$ cat config.mk
export PLATFORM = sky130hd
export DESIGN_NAME = plat_ctl_regs
export DESIGN_NICKNAME = d
export VERILOG_FILES = /design/src/rtl/plat_ctl_pkg.sv /design/src/rtl/plat_ctl_decode.sv /design/src/rtl/plat_ctl_store.sv /design/src/rtl/plat_ctl_rdmux.sv /design/src/rtl/plat_ctl_regs.sv
export SDC_FILE = /design/constraint.sdc
export NUM_CORES = 1
export LEC_CHECK = 0
export BUFFER_PORTS_ARGS = -buffer_cell sky130_fd_sc_hd__buf_2
export CORE_MARGIN = 10
export CORE_UTILIZATION = 50
export CTS_CLUSTER_SIZE = 40
export DETAILED_ROUTE_END_ITERATION = 7
export PLACE_DENSITY = 0.85
export SYNTH_ARGS = -nofsm -noshare
export SYNTH_HDL_FRONTEND = slang
export SYNTH_SLANG_ARGS = --single-unit
$ cat constraint.sdc
create_clock -name clk -period 2.6 [get_ports clk]
set_clock_uncertainty 0.05 [all_clocks]
set_input_delay 0.52 -clock clk [delete_from_list [all_inputs] [get_ports clk]]
set_output_delay 0.52 -clock clk [all_outputs]
set_load 0.02 [all_outputs]
$ cat src/rtl/plat_ctl_pkg.sv
package plat_ctl_pkg;

    localparam int ADDR_W  = 16;
    localparam int DATA_W  = 8;
    localparam int CTRL_W  = 4;
    localparam int SCR_N   = 2;
    localparam int SCR_IW  = (SCR_N > 1) ? $clog2(SCR_N) : 1;

    localparam logic [ADDR_W-1:0] P_SPECIAL = 16'h0092;
    localparam logic [ADDR_W-1:0] P_CPUCFG  = 16'h0800;
    localparam logic [ADDR_W-1:0] P_FEAT    = 16'h0802;
    localparam logic [ADDR_W-1:0] P_STAT    = 16'h0803;
    localparam logic [ADDR_W-1:0] P_LED     = 16'h0808;
    localparam logic [ADDR_W-1:0] P_EQUIP   = 16'h080C;
    localparam logic [ADDR_W-1:0] P_LOCK1   = 16'h0810;
    localparam logic [ADDR_W-1:0] P_LOCK2   = 16'h0812;
    localparam logic [ADDR_W-1:0] P_INVAL   = 16'h0814;
    localparam logic [ADDR_W-1:0] P_KEY     = 16'h0818;
    localparam logic [ADDR_W-1:0] P_CTRL    = 16'h081C;
    localparam logic [ADDR_W-1:0] P_L2STAT  = 16'h0823;
    localparam logic [ADDR_W-1:0] P_MAP     = 16'h0850;
    localparam logic [ADDR_W-1:0] P_SCRATCH = 16'h0398;

    localparam logic [DATA_W-1:0] V_CPUCFG  = 8'hEF;
    localparam logic [DATA_W-1:0] V_FEAT    = 8'hAD;
    localparam logic [DATA_W-1:0] V_STAT    = 8'hE0;
    localparam logic [DATA_W-1:0] V_EQUIP   = 8'h3C;
    localparam logic [DATA_W-1:0] V_EXTFEAT = 8'h39;
    localparam logic [DATA_W-1:0] V_KEY     = 8'h00;
    localparam logic [DATA_W-1:0] V_L2STAT  = 8'h03;
    localparam logic [DATA_W-1:0] V_SPECIAL = 8'h00;
    localparam logic [DATA_W-1:0] V_FLOAT   = 8'hFF;

    typedef enum logic [3:0] {
        SEL_NONE, SEL_SPECIAL, SEL_CPUCFG, SEL_FEAT, SEL_STAT, SEL_LED,
        SEL_EQUIP, SEL_LOCK1, SEL_LOCK2, SEL_INVAL, SEL_KEY, SEL_CTRL,
        SEL_L2STAT, SEL_MAP, SEL_SCR
    } port_sel_e;

    typedef struct packed {
        logic [CTRL_W-1:0]           ctrl;
        logic                        map;
        logic                        led;
        logic [SCR_N-1:0][DATA_W-1:0] scr;
    } hold_t;

    typedef struct packed {
        logic rst_p;
        logic end_p;
        logic lk1_p;
        logic lk2_p;
        logic inv_p;
        logic bad_p;
    } pulse_t;

endpackage

$ cat src/rtl/plat_ctl_decode.sv
module plat_ctl_decode
    import plat_ctl_pkg::*;
(
    input  logic [ADDR_W-1:0] addr,
    output port_sel_e         sel,
    output logic [SCR_IW-1:0] scr_idx
);
    logic [SCR_N-1:0] scr_hit;

    generate
        for (genvar g = 0; g < SCR_N; g++) begin : g_scr
            assign scr_hit[g] = (addr == P_SCRATCH + ADDR_W'(g));
        end
    endgenerate

    always_comb begin
        scr_idx = '0;
        for (int i = 0; i < SCR_N; i++) begin
            if (scr_hit[i]) scr_idx = SCR_IW'(i);
        end
    end

    always_comb begin
        unique case (addr)
            P_SPECIAL: sel = SEL_SPECIAL;
            P_CPUCFG:  sel = SEL_CPUCFG;
            P_FEAT:    sel = SEL_FEAT;
            P_STAT:    sel = SEL_STAT;
            P_LED:     sel = SEL_LED;
            P_EQUIP:   sel = SEL_EQUIP;
            P_LOCK1:   sel = SEL_LOCK1;
            P_LOCK2:   sel = SEL_LOCK2;
            P_INVAL:   sel = SEL_INVAL;
            P_KEY:     sel = SEL_KEY;
            P_CTRL:    sel = SEL_CTRL;
            P_L2STAT:  sel = SEL_L2STAT;
            P_MAP:     sel = SEL_MAP;
            default:   sel = (|scr_hit) ? SEL_SCR : SEL_NONE;
        endcase
    end
endmodule

$ cat src/rtl/plat_ctl_store.sv
module plat_ctl_store
    import plat_ctl_pkg::*;
(
    input  logic              clk,
    input  logic              rst_n,
    input  logic              wr,
    input  port_sel_e         sel,
    input  logic [SCR_IW-1:0] scr_idx,
    input  logic [DATA_W-1:0] wdata,
    output hold_t             hold,
    output pulse_t            pulse
);
    hold_t  hold_d, hold_q;
    pulse_t pulse_d, pulse_q;

    always_comb begin
        hold_d  = hold_q;
        pulse_d = '0;
        if (wr) begin
            unique case (sel)
                SEL_SPECIAL: begin
                    pulse_d.rst_p = wdata[0];
                    pulse_d.end_p = wdata[1];
                end
                SEL_CPUCFG, SEL_FEAT, SEL_STAT: ;
                SEL_LED:   hold_d.led  = wdata[0];
                SEL_LOCK1: pulse_d.lk1_p = 1'b1;
                SEL_LOCK2: pulse_d.lk2_p = 1'b1;
                SEL_INVAL: pulse_d.inv_p = 1'b1;
                SEL_CTRL:  hold_d.ctrl = wdata[CTRL_W-1:0];
                SEL_MAP:   hold_d.map  = wdata[0];
                SEL_SCR:   hold_d.scr[scr_idx] = wdata;
                default:   pulse_d.bad_p = 1'b1;
            endcase
        end
    end

    always_ff @(posedge clk) begin
        if (!rst_n) begin
            hold_q  <= '0;
            pulse_q <= '0;
        end else begin
            hold_q  <= hold_d;
            pulse_q <= pulse_d;
        end
    end

    assign hold  = hold_q;
    assign pulse = pulse_q;
endmodule

$ cat src/rtl/plat_ctl_rdmux.sv
module plat_ctl_rdmux
    import plat_ctl_pkg::*;
(
    input  port_sel_e         sel,
    input  logic [SCR_IW-1:0] scr_idx,
    input  hold_t             hold,
    output logic [DATA_W-1:0] value
);
    always_comb begin
        unique case (sel)
            SEL_SPECIAL: value = V_SPECIAL;
            SEL_CPUCFG:  value = V_CPUCFG;
            SEL_FEAT:    value = V_FEAT;
            SEL_STAT:    value = V_STAT;
            SEL_EQUIP:   value = V_EQUIP;
            SEL_LOCK1:   value = V_EXTFEAT;
            SEL_KEY:     value = V_KEY;
            SEL_L2STAT:  value = V_L2STAT;
            SEL_CTRL:    value = DATA_W'(hold.ctrl);
            SEL_MAP:     value = DATA_W'(hold.map);
            SEL_SCR:     value = hold.scr[scr_idx];
            default:     value = V_FLOAT;
        endcase
    end
endmodule

$ cat src/rtl/plat_ctl_regs.sv
module plat_ctl_regs
    import plat_ctl_pkg::*;
(
    input  logic              clk,
    input  logic              rst_n,
    input  logic [ADDR_W-1:0] io_addr,
    input  logic              io_rd,
    input  logic              io_wr,
    input  logic [DATA_W-1:0] io_wdata,
    output logic [DATA_W-1:0] io_rdata,
    output logic              soft_rst_req,
    output logic              endian_err,
    output logic              nv_lock1_tgl,
    output logic              nv_lock2_tgl,
    output logic              cache_inval,
    output logic              bad_wr_err,
    output logic              map_noncontig,
    output logic              drive_led
);
    port_sel_e         sel;
    logic [SCR_IW-1:0] scr_idx;
    hold_t             hold;
    pulse_t            pulse;
    logic [DATA_W-1:0] rd_value;
    logic [DATA_W-1:0] rdata_d, rdata_q;

    plat_ctl_decode u_decode (
        .addr    (io_addr),
        .sel     (sel),
        .scr_idx (scr_idx)
    );

    plat_ctl_store u_store (
        .clk     (clk),
        .rst_n   (rst_n),
        .wr      (io_wr),
        .sel     (sel),
        .scr_idx (scr_idx),
        .wdata   (io_wdata),
        .hold    (hold),
        .pulse   (pulse)
    );

    plat_ctl_rdmux u_rdmux (
        .sel     (sel),
        .scr_idx (scr_idx),
        .hold    (hold),
        .value   (rd_value)
    );

    always_comb begin
        rdata_d = rdata_q;
        if (io_rd) rdata_d = rd_value;
    end

    always_ff @(posedge clk) begin
        if (!rst_n) rdata_q <= '0;
        else        rdata_q <= rdata_d;
    end

    assign io_rdata      = rdata_q;
    assign soft_rst_req  = pulse.rst_p;
    assign endian_err    = pulse.end_p;
    assign nv_lock1_tgl  = pulse.lk1_p;
    assign nv_lock2_tgl  = pulse.lk2_p;
    assign cache_inval   = pulse.inv_p;
    assign bad_wr_err    = pulse.bad_p;
    assign map_noncontig = hold.map;
    assign drive_led     = hold.led;
endmodule

* After elaboration in Yosys (flattened, before gate mapping)
Index checks and enable logic that the tools add are counted.
Storage, ports and cells: register bits after elaboration 36, bits of input ports 28, output and inout bits 16, word-level logic and storage cells 66
Cells by class: $lt $le $gt $ge 2, equal/unequal tests 29, mux-type cells 13, reduce and logical (&&, ||, !) cells 10
Operators by type and width (number):
- == test 16 x 12 -> 1 bit, second input constant | 12
- one-hot mux 8 bit (10 select lines) | 1
- one-hot mux 4 bit (13 select lines) | 1
- == test 16 x 10 -> 1 bit, second input constant | 2
- == test 4 bit, second input constant | 7
- two-way mux 8 bit | 3
- bitwise mux 16 bit | 1
- == test 16 x 8 -> 1 bit, second input constant | 1
- == test 4 x 3 -> 1 bit, second input constant | 4
- OR reduction 11 bit | 1
- AND reduction 2 bit | 5
- demux 8 bit (select 1 bit) | 1
- == test 4 x 2 -> 1 bit, second input constant | 2
- two-way mux 1 bit | 5
- == test 4 x 1 -> 1 bit, second input constant | 1
- two-way mux 4 bit | 1
- OR reduction 2 bit | 2
- AND reduction 3 bit | 1
- less-than comparator 1 x 2 -> 1 bit, second input constant | 1
- >= comparator 1 bit, second input constant | 1
- logical AND 1 bit | 1

* Logic depth before layout (Yosys ltp)
depth after elaboration 7, depth in mapped cells 8, gate-level depth less buffers 6

* Hierarchy
From an unflattened synthesis, not the netlist that was laid out.
Second synthesis, totals: cell total of the unflattened synthesis 243, area total of the unflattened synthesis 2213.4 um^2
By module, submodules not included:
- plat_ctl_store | times used 1, cells an instance 112, area an instance 1127.3 um^2, sequential area each 560.5 um^2
- plat_ctl_rdmux | times used 1, cells an instance 62, area an instance 451.7 um^2, sequential area each 0.0 um^2
- plat_ctl_decode | times used 1, cells an instance 44, area an instance 332.8 um^2, sequential area each 0.0 um^2
- plat_ctl_regs | times used 1, cells an instance 25, area an instance 301.5 um^2, sequential area each 160.2 um^2

* Worst setup path before layout
No wires, ideal clock.
path type input to register, start input io_addr[15], end register rdata_q[0] (netlist: io_rdata[0]), arrival 2.178 ns, path slack 0.248 ns, cell stages on the path 6, cells stage by stage or4_1 nor4_2 nand2_1 a31oi_1 o311a_4 a21oi_2
Between the ends: longest elaborated chain between the ends 7, elaborated cells between the ends (all ways) 34
RTL lines:
- from (decl) | line plat_ctl_regs.sv:6 | input logic [ADDR_W-1:0] io_addr,
- == test 16 x 10 -> 1 bit | line plat_ctl_decode.sv:12 | assign scr_hit[g] = (addr == P_SCRATCH + ADDR_W'(g));
- OR reduction 2 bit | line plat_ctl_decode.sv:38 | default: sel = (|scr_hit) ? SEL_SCR : SEL_NONE;
- two-way mux 4 bit | line plat_ctl_decode.sv:38
- one-hot mux 4 bit (13 select lines) | line plat_ctl_decode.sv:24 | unique case (addr)
- == test 4 x 1 -> 1 bit or == test 4 bit (tied branches) | line plat_ctl_rdmux.sv:10 | unique case (sel)
- OR reduction 2 bit (no line)
- one-hot mux 8 bit (10 select lines) * | line plat_ctl_rdmux.sv:10
- to (signal assigned) | line plat_ctl_regs.sv:58 | else rdata_q <= rdata_d;
- to (decl) | line plat_ctl_regs.sv:25 | logic [DATA_W-1:0] rdata_d, rdata_q;
Mark *: on every way between the ends. The rest lies on a longest branch, timed or not. The select of a mux whose other input is x is not followed. A chain may end at the register's enable or synchronous reset.

* Worst setup path in the final report
start input io_addr[15], end register u_store.hold_q (netlist bit u_store.hold[20])
Between the ends: longest elaborated chain between the ends 6, elaborated cells between the ends (all ways) 20
RTL lines:
- == test 16 x 10 -> 1 bit | line plat_ctl_decode.sv:12
- OR reduction 2 bit | line plat_ctl_decode.sv:38
- two-way mux 4 bit | line plat_ctl_decode.sv:38
- one-hot mux 4 bit (13 select lines) * | line plat_ctl_decode.sv:24
- == test 4 bit * | line plat_ctl_store.sv:20 | unique case (sel)
- AND reduction 2 bit (no line) *
- to (signal assigned) | line plat_ctl_store.sv:43 | hold_q <= hold_d;
- to (decl) | line plat_ctl_store.sv:13 | hold_t hold_d, hold_q;
Mark *: on every way between the ends. The rest lies on a longest branch, timed or not.

==> flow_summary_export.csv <==
group,metric,value,unit
worst_setup_path,arrival,2560,ps
min_path,hold_path.class,"reg -> reg",
worst_setup_path,required,2730,ps
yosys,ys_types,52,
drt,drtPass1Iterations,4,
drt,drc,0,
power_and_ir_drop,power.density,475,nW/um^2
placed_design,place_inst,314,
global_route,gr-total-overflow,0,
cts,cts.sinks,36,
sta,tightest_slew,548,ps
placed_design,portBuffers,43,
floorplanning,fp.dieW,83.6,um
worst_setup_path,critPathMaxFanout,7,
layout,nNetsFinal,299,
global_route,grt_max_degree,32,
layout,fin_util,0.625,
placed_design,gp_congestion,0.972,
cts,htree_num_levels,2,
drt,via_per_inst,5.83,
cts,cts_setup_buffers,0,
worst_setup_path,critPathKind,"in -> reg",
sta,period_minus_slack,2440,ps
layout,design_area,2460,um^2
yosys,netlist_area,2020,um^2
worst_setup_path,crit_path_max_incr_delay,570,ps
layout,stdcell_count,322,
yosys,synthFlopType,"dfxtp_1",
floorplanning,initial_utilization,0.513,
worst_setup_path,reg2regPathDepth,4,
min_path,worstHoldPathCells,2,
worst_setup_path,worstSetupEndpointType,"register",
cts,cts_resized,0,
floorplanning,io_pins,44,
yosys,yosys-top-cells-area,"dfxtp_1 (36%), mux2i_1 (13%), nor2b_1 (6.8%), o21ai_0 (3.2%), a21oi_1 (2.0%)",
cts,cts_tree,"yes",
yosys,synth_nets,247,
layout,antenna_cells,0,
yosys,synth_top_cell_by_area,"dfxtp_1",
min_path,worstHoldEndpoint,"u_store.hold[16]",
flow_run,drv_cap,0,
worst_setup_path,rr_endpoint,"io_rdata[0]",
floorplanning,chipHeight,83.6,um
global_route,grt.total_usage,0.148,
yosys,yosysMostFrequentCell,"dfxtp_1",
yosys,synth_edf_count,0,
global_route,antenna_found_initial,0,
worst_setup_path,critical_path.top_delay_family,"simple AND/OR/NAND/NOR gates",
layout,syn2layout_area_growth,21.9,%
power_and_ir_drop,vdd_drop_max,0.372,mV
floorplanning,core-area,3940,um^2
worst_setup_path,startpoint_type,"primary input",
placed_design,dpl-instance-area,2360,um^2
placed_design,dp_hpwl,4100,um
sta,period_share,0.937,
drt,antenna_left,0,
drt,vias,1876,
sta,setup_violations,0,
power_and_ir_drop,leakagePower,1.07,nW
drt,post_drt_wl_per_cell,16.5,um
worst_setup_path,crit_path_top_delay_cell,"or4_1",
worst_setup_path,crit_chain,"buf_2, or4_1, nor4_2, and4_1, o211ai_1, mux2i_1, nor2b_1",
global_route,grt_pass1_vias,1893,
yosys,syn_area_per_cell,9.23,um^2
sta,finalHoldViolCount,0,
cts,clk_pin_slew,70,ps
yosys,async_reset_ff_frac,0,
yosys,synth.top_cells.by_count,"dfxtp_1 (36), mux2i_1 (26), nor2b_1 (22), o21ai_0 (13), clkbuf_1 (9)",
yosys,ys_warn_count,0,
cts,cts_buffer_depth,2,
sta,hold_slack,435,ps
yosys,ys_seq_elements,36,
floorplanning,dieArea,6980,um^2
worst_setup_path,r2r_start,"u_store.hold[8]",
layout,layout-drive-gt1-share,0.283,
power_and_ir_drop,power,1.17,mW
yosys,ys_seq_area_frac,0.357,
yosys,synthCells,219,
global_route,grt_pass1_wl,8800,um
min_path,hold_start,"u_store.hold[16]",
cts,cts_inserted_buffers,5,
floorplanning,rows,23,
drt,drt_iter0_markers,261,
cts,cts_root_buf,"clkbuf_8",
cts,cts_hold_buf,0,
run_status,outcome,"finished, final reports clean",
sta,fmax,410,MHz
sta,max-slew-margin-rel,0.633,
worst_setup_path,critical_path_buf_inv_count,1,
cts,worstSkewPairLatency,290,ps
worst_setup_path,r2r_slack,1360,ps
sta,final_max_slew_viol_count,0,
sta,grt_setup_unrepaired,"false",
drt,wl,5320,um
yosys,yosysTopAreaCellShare,0.357,
-- sequential cells by signal (all words and copies together), names as in the netlist --
name,flops
io_rdata,8
u_store.hold,22
u_store.pulse,6
-- cell usage in the layout, fill, tap and decap left out, types with 4 or more instances in the layout --
cell type / Yosys / final
buf_2: 2 / 43
dfxtp_1: 36 / 36
mux2i_1: 26 / 26
nor2b_1: 22 / 22
buf_4: 0 / 14
o21ai_0: 13 / 13
nor2_1: 8 / 8
a21oi_1: 8 / 8
nand2_1: 7 / 7
nor4_1: 6 / 6
a31oi_1: 6 / 6
nand4_1: 6 / 6
nor3_1: 5 / 5
clkbuf_8: 0 / 5
nand2b_1: 4 / 4
nand3_1: 4 / 4
a21oi_2: 4 / 4
-- layer usage --
layer  track usage  vias up  part of all wire
met5             0        -                 0
met4        0.0578        0             0.016
met3        0.0439       11             0.074
li1              -      930                 -
met2         0.243       80              0.49
met1         0.176      855              0.42
-- cell type report --
| cell class | count | area (um^2) |
|---|---|---|
| fill | 350 | 1480 |
| multi-input combinational | 169 | 1240 |
| sequential | 36 | 721 |
| timing repair buffer | 57 | 320 |
| clock buffer | 6 | 72.6 |
| tap | 50 | 62.6 |
| clock inverter | 2 | 35.0 |
| inverter | 2 | 7.51 |
-- report_power, final --
group          switching [mW]  total, mW  internal (mW)
registers             0.00382      0.565          0.561
clock network           0.195      0.480          0.284
logic                  0.0755      0.126         0.0500
total                   0.275       1.17          0.895
-- worst min-delay path: cells and delay by family, from the launching register on --
kind           cells  cell delay [ps]
flip-flops         1              320
AO/OA/AOI/OAI      2              130
-- through the flow --
stage          TNS [ps]  setup WS [ps]
3_5_place_dp       -177          -59.1
3_3_place_gp      -8.44          -8.44
5_1_grt               0          0.114
6_report              0            163
4_1_cts               0            178
2_1_floorplan         0            248
-- worst max-delay path by stage --
stage,slack [ps],endpoint,cells past startpoint,startpoint
after global placement,-8,io_rdata[0],7,io_addr[15]
after floorplan,250,io_rdata[0],6,io_addr[15]
final,160,u_store.hold[20],7,io_addr[15]
after global routing,0.1,u_store.hold[20],7,io_addr[15]
after CTS,180,u_store.hold[20],7,io_addr[15]
after detailed placement,-60,u_store.hold[20],7,io_addr[15]
-- logic make-up (layout without fill, tap and decap cells) --
| kind of cell | after synthesis | count (layout) | synth area share |
|---|---|---|---|
| mux | 28 | 28 | 0.140 |
| xor+xnor | 1 | 1 | 0.00434 |
| compound gates | 53 | 53 | 0.189 |
| flops | 36 | 36 | 0.357 |
| simple gates | 87 | 87 | 0.283 |
| buf+inv | 14 | 67 | 0.0272 |
(Power assumes the default switching activity.)
